## config.mk

```make
export PLATFORM = sky130hd
export DESIGN_NAME = npc_unit
export DESIGN_NICKNAME = d
export VERILOG_FILES = /design/src/rtl/npc_pkg.sv /design/src/rtl/npc_cond.sv /design/src/rtl/npc_target.sv /design/src/rtl/npc_unit.sv
export SDC_FILE = /design/constraint.sdc
export NUM_CORES = 1
export LEC_CHECK = 0
export BUFFER_PORTS_ARGS = -buffer_cell sky130_fd_sc_hd__buf_2
export CAP_MARGIN = 20
export CORE_MARGIN = 10
export CORE_UTILIZATION = 55
export DETAILED_ROUTE_END_ITERATION = 8
export PLACE_DENSITY = 0.94
export SYNTH_ARGS = -nofsm -noshare
export SYNTH_HDL_FRONTEND = slang
export SYNTH_HIERARCHICAL = 1
export SYNTH_SLANG_ARGS = --single-unit
```

## constraint.sdc

```tcl
create_clock -name clk -period 0.8 [get_ports clk]
set_input_delay 0.08 -clock clk [delete_from_list [all_inputs] [get_ports clk]]
set_output_delay 0.08 -clock clk [all_outputs]
set_load 0.005 [all_outputs]
```

## src/rtl/npc_pkg.sv

```systemverilog
package npc_pkg;

    localparam int PC_W     = 16;
    localparam int DW       = 8;
    localparam int OP_W     = 8;
    localparam int FLAG_W   = 4;
    localparam int SEL_W    = 3;
    localparam int PAGE_LSB = DW + SEL_W;

    localparam int FL_CY = 0;
    localparam int FL_Z  = 1;
    localparam int FL_P  = 2;
    localparam int FL_S  = 3;

    typedef enum logic [3:0] {
        K_SEQ,
        K_PAGE_JMP,
        K_PAGE_CALL,
        K_LONG_JMP,
        K_LONG_CALL,
        K_REL,
        K_IDX,
        K_IND,
        K_FLAG,
        K_LOOP,
        K_CMP_REG,
        K_CMP_ACC
    } kind_e;

    typedef struct packed {
        logic [PC_W-1:0] pc;
        logic            taken;
        logic            call;
    } npc_out_t;

    function automatic kind_e classify(input logic [OP_W-1:0] op);
        kind_e k;
        casez (op)
            8'b11000???: k = K_PAGE_JMP;
            8'b11001???: k = K_PAGE_CALL;
            8'b110100??: k = K_LOOP;
            8'b110101??: k = K_CMP_REG;
            8'hD8:       k = K_LONG_JMP;
            8'hD9:       k = K_LONG_CALL;
            8'hDC:       k = K_REL;
            8'hDD:       k = K_IDX;
            8'hDE:       k = K_IND;
            8'hDF:       k = K_CMP_ACC;
            8'b11100???: k = K_FLAG;
            default:     k = K_SEQ;
        endcase
        return k;
    endfunction

endpackage

```

## src/rtl/npc_cond.sv

```systemverilog
module npc_cond
    import npc_pkg::*;
(
    input  logic [FLAG_W-1:0] flags,
    input  logic [SEL_W-1:0]  sel,
    input  logic [DW-1:0]     test_reg,
    input  logic [DW-1:0]     acc,
    input  logic [DW-1:0]     cmp_imm,
    output logic              flag_hit,
    output logic              loop_hit,
    output logic              cmp_reg_hit,
    output logic              cmp_acc_hit
);
    // Condition pairs in opcode order; the low select bit inverts the sense.
    logic [FLAG_W-1:0] ordered;
    logic [DW-1:0]     dec_val;

    always_comb begin
        ordered     = {flags[FL_S], flags[FL_P], flags[FL_CY], flags[FL_Z]};
        flag_hit    = ordered[sel[SEL_W-1:1]] ^ sel[0];
        dec_val     = test_reg - DW'(1);
        loop_hit    = (dec_val != '0);
        cmp_reg_hit = (test_reg != cmp_imm);
        cmp_acc_hit = (acc != cmp_imm);
    end

endmodule

```

## src/rtl/npc_target.sv

```systemverilog
module npc_target
    import npc_pkg::*;
(
    input  logic [PC_W-1:0]  pc_seq,
    input  logic [SEL_W-1:0] op_lo,
    input  logic [DW-1:0]    op_byte,
    input  logic [DW-1:0]    acc,
    input  logic [PC_W-1:0]  dptr,
    output logic [PC_W-1:0]  page_tgt,
    output logic [PC_W-1:0]  rel_tgt,
    output logic [PC_W-1:0]  idx_tgt
);
    localparam int EXT_W = PC_W - DW;

    logic [PC_W-1:0] offs_sx;
    logic [PC_W-1:0] acc_zx;

    always_comb begin
        offs_sx  = {{EXT_W{op_byte[DW-1]}}, op_byte};
        acc_zx   = {{EXT_W{1'b0}}, acc};
        page_tgt = {pc_seq[PC_W-1:PAGE_LSB], op_lo, op_byte};
        rel_tgt  = pc_seq + offs_sx;
        idx_tgt  = dptr + acc_zx;
    end

endmodule

```

## src/rtl/npc_unit.sv

```systemverilog
module npc_unit
    import npc_pkg::*;
(
    input  logic              clk,
    input  logic              rst_n,
    input  logic [OP_W-1:0]   opcode,
    input  logic [PC_W-1:0]   pc_seq,
    input  logic [DW-1:0]     op_byte,
    input  logic [PC_W-1:0]   op_word,
    input  logic [DW-1:0]     acc,
    input  logic [PC_W-1:0]   dptr,
    input  logic [FLAG_W-1:0] flags,
    input  logic [DW-1:0]     test_reg,
    input  logic [DW-1:0]     cmp_imm,
    output logic [PC_W-1:0]   next_pc,
    output logic              taken,
    output logic              is_call
);
    kind_e           kind;
    logic            flag_hit, loop_hit, cmp_reg_hit, cmp_acc_hit;
    logic [PC_W-1:0] page_tgt, rel_tgt, idx_tgt;
    npc_out_t        state_d, state_q;
    logic            armed_d, armed_q;

    npc_cond u_cond (
        .flags       (flags),
        .sel         (opcode[SEL_W-1:0]),
        .test_reg    (test_reg),
        .acc         (acc),
        .cmp_imm     (cmp_imm),
        .flag_hit    (flag_hit),
        .loop_hit    (loop_hit),
        .cmp_reg_hit (cmp_reg_hit),
        .cmp_acc_hit (cmp_acc_hit)
    );

    npc_target u_target (
        .pc_seq   (pc_seq),
        .op_lo    (opcode[SEL_W-1:0]),
        .op_byte  (op_byte),
        .acc      (acc),
        .dptr     (dptr),
        .page_tgt (page_tgt),
        .rel_tgt  (rel_tgt),
        .idx_tgt  (idx_tgt)
    );

    always_comb begin
        kind          = classify(opcode);
        state_d.pc    = pc_seq;
        state_d.taken = 1'b0;
        state_d.call  = 1'b0;
        armed_d       = 1'b1;
        unique case (kind)
            K_PAGE_JMP, K_PAGE_CALL: begin
                state_d.pc    = page_tgt;
                state_d.taken = 1'b1;
                state_d.call  = (kind == K_PAGE_CALL);
            end
            K_LONG_JMP, K_LONG_CALL: begin
                state_d.pc    = op_word;
                state_d.taken = 1'b1;
                state_d.call  = (kind == K_LONG_CALL);
            end
            K_REL: begin
                state_d.pc    = rel_tgt;
                state_d.taken = 1'b1;
            end
            K_IDX: begin
                state_d.pc    = idx_tgt;
                state_d.taken = 1'b1;
            end
            K_IND: begin
                state_d.pc    = dptr;
                state_d.taken = 1'b1;
            end
            K_FLAG, K_LOOP, K_CMP_REG, K_CMP_ACC: begin
                state_d.taken = (kind == K_FLAG    && flag_hit)
                             || (kind == K_LOOP    && loop_hit)
                             || (kind == K_CMP_REG && cmp_reg_hit)
                             || (kind == K_CMP_ACC && cmp_acc_hit);
                if (state_d.taken) state_d.pc = rel_tgt;
            end
            default: ;
        endcase
    end

    always_ff @(posedge clk or negedge rst_n) begin
        if (!rst_n) begin
            state_q <= '0;
            armed_q <= 1'b0;
        end else begin
            state_q <= state_d;
            armed_q <= armed_d;
        end
    end

    assign next_pc = state_q.pc;
    assign taken   = state_q.taken;
    assign is_call = state_q.call;


    reset_clear_chk: assert property (@(posedge clk)
        !rst_n |=> (next_pc == '0 && !taken && !is_call));


    call_needs_taken_chk: assert property (@(posedge clk) disable iff (!rst_n)
        is_call |-> taken);


    fallthrough_seq_chk: assert property (@(posedge clk) disable iff (!rst_n || !armed_q)
        !taken |-> next_pc == $past(pc_seq));


    page_fields_chk: assert property (@(posedge clk) disable iff (!rst_n || !armed_q)
        ($past(opcode[OP_W-1:SEL_W]) == 5'b11000)
        |-> (next_pc[PC_W-1:PAGE_LSB] == $past(pc_seq[PC_W-1:PAGE_LSB])
             && next_pc[PAGE_LSB-1:DW] == $past(opcode[SEL_W-1:0])
             && taken && !is_call));


    loop_one_falls_chk: assert property (@(posedge clk) disable iff (!rst_n || !armed_q)
        ($past(opcode[OP_W-1:2]) == 6'b110100 && $past(test_reg) == 8'h01) |-> !taken);

endmodule

```

==> flow_summary.toml, run 1 <==
[clock_tree]
cts_sinks = 18
clockRootBuffer = "clkbuf_8"
cts_buffers = 3
clk_path_buf_depth = 2
htree_levels = 1

[logic_synthesis]
synthTopCellsByCount = "50 x a21oi_1, 31 x a221o_1, 25 x nand2_1"
syn_area_sq_um = 2990
syn_avg_cell_area_sq_um = 8.27
synth_edf_count = 0
synthArstFlopShare_pct = 100
synthDistinctLibCells = 62
synthTopCellsByArea = "dfrtp_1 15%, a221o_1 10%, ha_1 9.6%, a21oi_1 8.4%, xor2_1 6.7%"
yosys_warnings = 6
yosysMostFrequentCell = "a21oi_1"
yosysTopAreaCell = "dfrtp_1"
synth_top_area_share_pct = 15.0
ys_seq_area_share_pct = 15.0
synth_flop_cell = "dfrtp_1"
synth_cells = 362
synthesis.nets = 481
synth_seq_cells = 18

[placed_design]
place.port_buffers = 111
post-dp-hpwl_um = 10100
place.gp.congestion = 0.986

[grt]
grt-ovfl-total = 2
grt_max_degree = 19
grt_usage_pct = 58.1

[status]
status = "did not finish"
error = "[ERROR GRT-0232] Routing congestion too high. Check the congestion heatmap in the GUI."
stop_stage = "5_1_grt"

[floorplan]
chipHeight_um = 93.8
die-width_um = 93.8
start_util_pct = 57.5
rows = 26
ios = 112

[timing]
worst-ep-kind = "register input"
crit_endpoint = "next_pc[15]$_DFF_PN0_/D"
[through the flow]
stage / instances / cell area [sq um] / hold slack (ns) / setup slack [ns] / utilization, %
2_1_floorplan: 362 / 3080 / -0.216 / -0.998 / -
3_3_place_gp: 617 / 4350 / 0.0223 / -1.25 / 83.6
4_1_cts: 631 / 4750 / 0.0874 / -0.948 / 91.2
3_5_place_dp: 618 / 4360 / 0.0360 / -1.48 / 83.7
[per-layer routing]
metal,GRT usage (%),overflow
met1,55.6,0
met5,5.95,0
met2,74.0,1
met3,49.2,0
met4,55.4,1
[kinds of logic after synthesis]
group / after synthesis / synth area share [%]
flip-flops: 18 / 15.0
XOR/XNOR: 43 / 12.6
AND/OR/NAND/NOR: 80 / 14.3
adder cells (fa/ha/maj): 25 / 10.9
AO/OA/AOI/OAI: 152 / 37.7
multiplexers: 1 / 0.752
buffers and inverters: 43 / 8.65
[repair_timing]
item / CTS
endpoints found under the setup margin: 35
pin swaps: 25
buffers inserted: 6
hold endpoints to repair: 18
gates resized for setup: 47
cloned: 2
hold buffers: 1
==> inputs of run 2 (changes only) <==
--- a/config.mk
+++ b/config.mk
@@ -8,9 +8,9 @@
 export BUFFER_PORTS_ARGS = -buffer_cell sky130_fd_sc_hd__buf_2
 export CAP_MARGIN = 20
 export CORE_MARGIN = 10
-export CORE_UTILIZATION = 55
+export CORE_UTILIZATION = 40
 export DETAILED_ROUTE_END_ITERATION = 8
-export PLACE_DENSITY = 0.94
+export PLACE_DENSITY_LB_ADDON = 0.15
 export SYNTH_ARGS = -nofsm -noshare
 export SYNTH_HDL_FRONTEND = slang
 export SYNTH_HIERARCHICAL = 1
==> run 2 against run 1 <==
Against the previous run:
- the flow now finishes, with violations (setup timing)
- area after synthesis unchanged
- synthesized cell count unchanged
==> flow_summary.toml, run 2 <==
[drt]
met1Wirelength_um = 4850
vias_per_cell = 5.55
drc_errors = 0
top_layer_used = "met4"
vias = 3707
wl_um = 11500
wire_per_inst_um = 17.2
firstDrtPassIters = 4
drt-initial-drc-count = 174
wl_met3_um = 753
dr_wl_met2_um = 5640
final_antenna_net_count = 0

[grt]
antenna_found_initial = 0
grt_pass1_wl_um = 18200
grt_max_degree = 19
grt_pass1_vias = 3868
grt_usage_pct = 19.0
grt-ovfl-total = 0

[placed_design]
place.port_buffers = 111
post-dp-hpwl_um = 9360
pre_cts_ws_ns = -1.29
place.gp.congestion = 0.865
dp.cells = 656

[floorplan]
start_util_pct = 41.3
fp.dieArea_sq_um = 11300
chipHeight_um = 107
core_sq_um = 7250
rows = 31
ios = 112
die-width_um = 107

[logic_synthesis]
yosys_warnings = 6
syn_avg_cell_area_sq_um = 8.27
synth_top_area_share_pct = 15.0
synth_seq_cells = 18
synth_flop_cell = "dfrtp_1"
synthArstFlopShare_pct = 100
synthesis.nets = 481
synthTopCellsByCount = "50 x a21oi_1, 31 x a221o_1, 25 x nand2_1"
synthTopCellsByArea = "dfrtp_1 15%, a221o_1 10%, ha_1 9.6%, a21oi_1 8.4%, xor2_1 6.7%"
syn_area_sq_um = 2990
ys_seq_area_share_pct = 15.0
synth_cells = 362
yosysTopAreaCell = "dfrtp_1"
synthDistinctLibCells = 62
yosysMostFrequentCell = "a21oi_1"
synth_edf_count = 0

[clock_tree]
clockRootBuffer = "clkbuf_8"
cts_sinks = 18
cts_tree = "yes"
htree_levels = 1
path_clk_slew_ns = 0.07
cts_buffers = 3
clk_path_buf_depth = 2

[timing]
worst_pin_slew_ns = 0.431
fin_hold_ws_ns = 0.146
min_period_ns = 1.80
fin_crit_sh_pct = 226
finalMaxSlewViolations = 0
setup_tns_ns = -15.82
rsz0062_at_grt = "true"
relSlewSlack_pct = 71.1
finalSetupViolations = 35
fmax_ghz = 0.554
hold_viol = 0
setup_slack_ns = -1.00

[worst_hold_path]
min_path_cells = 3
hp-start = "opcode[4]"
min_to = "is_call"
hp-class = "in2reg"

[worst_setup_path]
cpPeakStageDelay_ns = 0.37
slowest_stage = "a221o_1"
timing_worst_setup_path_type = "in2reg"
crit_top_cell = "a221o_1"
critPathLaunchType = "input pin"
cp_cell_sequence = "buf_8, ha_4, buf_6, a211oi_4, o21ai_2, a221o_1, nand4_1, xnor2_1, a221o_1, a21oi_2, o2bb2ai_1"
crit_fanout = 4
crit_arrival_ns = 1.94
crit_required_ns = 0.94
critPathCaptureType = "register"
cp-startpoint = "dptr[0]"

[cells_and_area]
fin_nets = 689
drive_above_1_share_pct = 51.7
n_antenna_cell = 0
area_growth_pct = 60.6
mostFrequentLayoutCells = "117 x buf_4, 108 x buf_2, 35 x a21oi_1"
final_common_cell = "buf_4"
fillers = 645
largest_reg_flops = 16
fin_cells = 668

[power_and_ir_drop]
p_per_area_nw_per_um2 = 984
power_mw = 4.73
peakVddDrop_mv = 0.575
leakage_nw = 2.25

[flow_run]
max-cap-violations = 0

[status]
violations = "setup timing"
status = "complete, but fails checks"
[run 2: area by class of cell]
type	count	area, sq um	share of cell area [%]
clock buffer	4	55.1	1.14
inverter	9	33.8	0.703
multi-input combinational	301	2520	52.5
sequential	18	450	9.37
tap	99	124	2.58
timing repair buffer	237	1620	33.7
[run 2: per-stage QoR]
stage	util, %	area [sq um]
2_1_floorplan	-	3080
3_3_place_gp	61.6	4470
3_5_place_dp	61.7	4470
4_1_cts	63.8	4630
5_1_grt	66.3	4810
6_report	66.3	4810
[run 2: worst max path at each step]
| stage | to | slack (ns) | cells after the start |
|---|---|---|---|
| 6_report | next_pc[11] | -1.00 | 11 |
| 5_1_grt | next_pc[11] | -1.08 | 10 |
| 4_1_cts | next_pc[12] | -0.97 | 11 |
| 3_5_place_dp | next_pc[8] | -1.29 | 11 |
| 3_3_place_gp | next_pc[13] | -1.26 | 11 |
| 2_1_floorplan | next_pc[10] | -1.0 | 10 |
[run 2: critical path: cells and delay by family]
family / cells / cell delay, ns
AOI/OAI and AO/OA: 6 / 1.29
xor gates and xnor gates: 1 / 0.08
adders and majority gates: 1 / 0.16
buffers and inverters: 2 / 0.22
and+or+nand+nor: 1 / 0.12
[run 2: report_power, final]
part           total, mW  internal (mW)  switching, mW
sequential          1.03          0.992         0.0347
clock              0.762          0.438          0.324
combinational       2.94           1.56           1.39
total               4.73           2.99           1.75
[run 2: cell families after synthesis]
| logic type | share of synthesized area, % |
|---|---|
| AOI/OAI and AO/OA | 37.7 |
| and+or+nand+nor | 14.3 |
| DFF | 15.0 |
| buffers and inverters | 8.65 |
| adders and majority gates | 10.9 |
| xor gates and xnor gates | 12.6 |
| muxes | 0.752 |
[run 2: routing by layer]
layer	GRT usage, %	vias to the layer above
li1	-	1811
met1	23.2	1728
met2	33.7	143
met3	3.62	25
met4	4.06	0
met5	0	-
[run 2: repair_timing]
item                                    4_1_cts  5_1_grt
resized for setup                            20       22
hold buffers                                  1        0
endpoints found under the hold margin        18        0
endpoints found under the setup margin       35       35
pin swaps                                    11        9
gates cloned                                  0        1
buffers inserted                              2        5
No activity file was read; power rests on OpenSTA's default activity.
==> inputs of run 3 (changes only) <==
--- a/config.mk
+++ b/config.mk
@@ -13,5 +13,4 @@
 export PLACE_DENSITY_LB_ADDON = 0.15
 export SYNTH_ARGS = -nofsm -noshare
 export SYNTH_HDL_FRONTEND = slang
-export SYNTH_HIERARCHICAL = 1
 export SYNTH_SLANG_ARGS = --single-unit
==> run 3 against run 2 <==
Against the previous run:
- the flow still finishes with violations (setup timing)
- flip-flop and latch count unchanged
- count of clock-buffer cells in the layout unchanged
- critical path depth decreased by 2
- combinational power decreased by 14%
- non-clock buffer count decreased by 1
- utilization increased by 5.4 points
- routed wire length decreased by 3.3%
- cell count decreased by 7.0%
- worst setup slack got worse by 0.14 ns
- first-iteration DRC count increased by 10%
- design area decreased by 5.4%
- synthesized cell count decreased by 13%
- critical endpoint is now next_pc[15]
- largest cell class unchanged
==> flow_summary.toml, run 3 <==
[timing]
fin_crit_sh_pct = 242
finalSetupViolations = 35
fmax_ghz = 0.516
setup_slack_ns = -1.14
finalMaxSlewViolations = 0
rsz0062_at_grt = "true"
relSlewSlack_pct = 69.8
hold_viol = 0
min_period_ns = 1.94
setup_tns_ns = -18.72
worst_pin_slew_ns = 0.452

[worst_setup_path]
critPathCaptureType = "register"
timing_worst_setup_path_type = "in2reg"
cp_cell_sequence = "buf_6, or3b_4, a221o_1, a21oi_2, or4_4, nand3_4, nor3_1, o32ai_2, a31o_1"
slowest_stage = "or3b_4"
crit_arrival_ns = 2.10
crit_fanout = 8
critPathLaunchType = "input pin"
crit_end = "next_pc[15]"
crit_required_ns = 0.96
cpPeakStageDelay_ns = 0.41
crit_buf_inv = 1
cp.depth = 9
crit_family = "simple AND/OR/NAND/NOR gates"
cp-startpoint = "opcode[0]"

[clock_tree]
clockRootBuffer = "clkbuf_8"
cts_sinks = 18
cts_tree = "yes"
clk_path_buf_depth = 2
path_clk_slew_ns = 0.09
cts_buffers = 3
htree_levels = 1

[placed_design]
place.gp.congestion = 0.948
place.port_buffers = 111
post-dp-hpwl_um = 8710
pre_cts_ws_ns = -1.60
place_area_sq_um = 4070

[grt]
gr-usage-met2_pct = 34.8
use_met3_pct = 3.70
antenna_found_initial = 0
grt_pass1_vias = 3587
grt_usage_pct = 19.9
grt_pass1_wl_um = 16800
grt-ovfl-total = 0
grt_use_met1_pct = 24.7
busiest_layer = "met2"
grt_max_degree = 19

[worst_hold_path]
hp-class = "in2reg"

[floorplan]
die-width_um = 101
fp.dieArea_sq_um = 10200
ios = 112
core_sq_um = 6350
rows = 29
start_util_pct = 41.2
chipHeight_um = 101

[cells_and_area]
fillers = 502
postLayoutCellArea_sq_um = 4550
area_growth_pct = 74.1
mostFrequentLayoutCells = "115 x buf_4, 109 x buf_2, 26 x xor2_1"
fin_nets = 664
n_antenna_cell = 0
drive_above_1_share_pct = 53.1
final_common_cell = "buf_4"
largest_reg_flops = 16

[power_and_ir_drop]
p_per_area_nw_per_um2 = 965
peakVddDrop_mv = 0.923
leakage_nw = 2.25

[logic_synthesis]
synthArstFlopShare_pct = 100
synthDistinctLibCells = 62
synth_edf_count = 0
syn_avg_cell_area_sq_um = 8.27
synth_flop_cell = "dfrtp_1"
ys_seq_area_share_pct = 17.2
syn_area_sq_um = 2610
synthTopCellsByCount = "27 x xor2_1, 23 x ha_1, 23 x nand2_1"
yosysMostFrequentCell = "xor2_1"
synth_seq_cells = 18
synth_cells = 316
synth_top_area_share_pct = 17.2
yosysTopAreaCell = "dfrtp_1"
yosys_warnings = 0
synthesis.nets = 435
synthTopCellsByArea = "dfrtp_1 17%, ha_1 11%, xor2_1 9.0%, a222oi_1 4.6%, o21ai_0 4.2%"

[drt]
final_antenna_net_count = 0
wire_per_inst_um = 17.9
vias = 3553
drc_errors = 0
drt-initial-drc-count = 192
firstDrtPassIters = 6
vias_per_cell = 5.72
wl_um = 11100

[status]
violations = "setup timing"
status = "complete, but fails checks"

[flow_run]
max-cap-violations = 0
run 3: changes by cell type in the layout (fill, tap and decap cells not counted), sizes merged, moves of 6 or more:
cell     delta
xnor2       -8
o2bb2ai    -15
nor3       +11
a222oi     +12
a21oi      -33
nand3       +6
a221o      -26
o21ai       +6
run 3: how the worst min path moves through the flow:
stage / from / endpoint / slack (ns) / depth (start not counted)
4_1_cts: pc_seq[7] / next_pc[7] / 0.03 / 3
3_3_place_gp: rst_n / is_call / 0.03 / 2
3_5_place_dp: rst_n / is_call / 0.03 / 2
2_1_floorplan: rst_n / is_call / -0.22 / 0
5_1_grt: pc_seq[7] / next_pc[7] / 0.06 / 3
6_report: pc_seq[7] / next_pc[7] / 0.03 / 3
run 3: cell type report:
class / instances / area (sq um) / area share [%]
Multi-Input combinational cell: 282 / 2370 / 52.0
Timing Repair Buffer: 236 / 1570 / 34.5
Sequential cell: 18 / 450 / 9.90
Tap cell: 77 / 96.3 / 2.12
Clock buffer: 4 / 55.1 / 1.21
Inverter: 4 / 15.0 / 0.330
run 3: stage by stage:
step	utilization (%)	instances	hold slack (ns)	total power, mW
finish	71.7	621	0.0288	4.39
detailed placement	64.1	600	0.0262	3.22
global placement	64.1	600	0.0281	3.18
floorplan	-	316	-0.216	2.09
CTS	67.7	610	0.0289	4.18
global route	71.7	621	0.0572	4.65
run 3: cell families after synthesis:
logic type	count (synthesis)	share of synthesized area, %
multiplexers	1	0.862
flip-flops	18	17.2
adder cells (fa/ha/maj)	25	12.5
XOR/XNOR	39	13.1
buffers and inverters	17	3.21
AO/OA/AOI/OAI	114	32.5
AND/OR/NAND/NOR	102	20.6
run 3: timing repair:
item	CTS	global route
resized for setup	27	34
pin swaps	13	28
cloned	0	1
buffers inserted	5	11
hold buffers	1	0
setup endpoints to repair	35	35
hold endpoints to repair	18	0
run 3: power by group:
group	internal (mW)	switching, mW
combinational	1.33	1.19
clock	0.440	0.415
sequential	0.993	0.0251
total	2.76	1.63
run 3: layer usage:
metal  part of all wire (%)  wire length, um
met1                     42             4680
met2                     49             5480
met3                    7.2              803
met4                    1.2              132
met5                      0                0
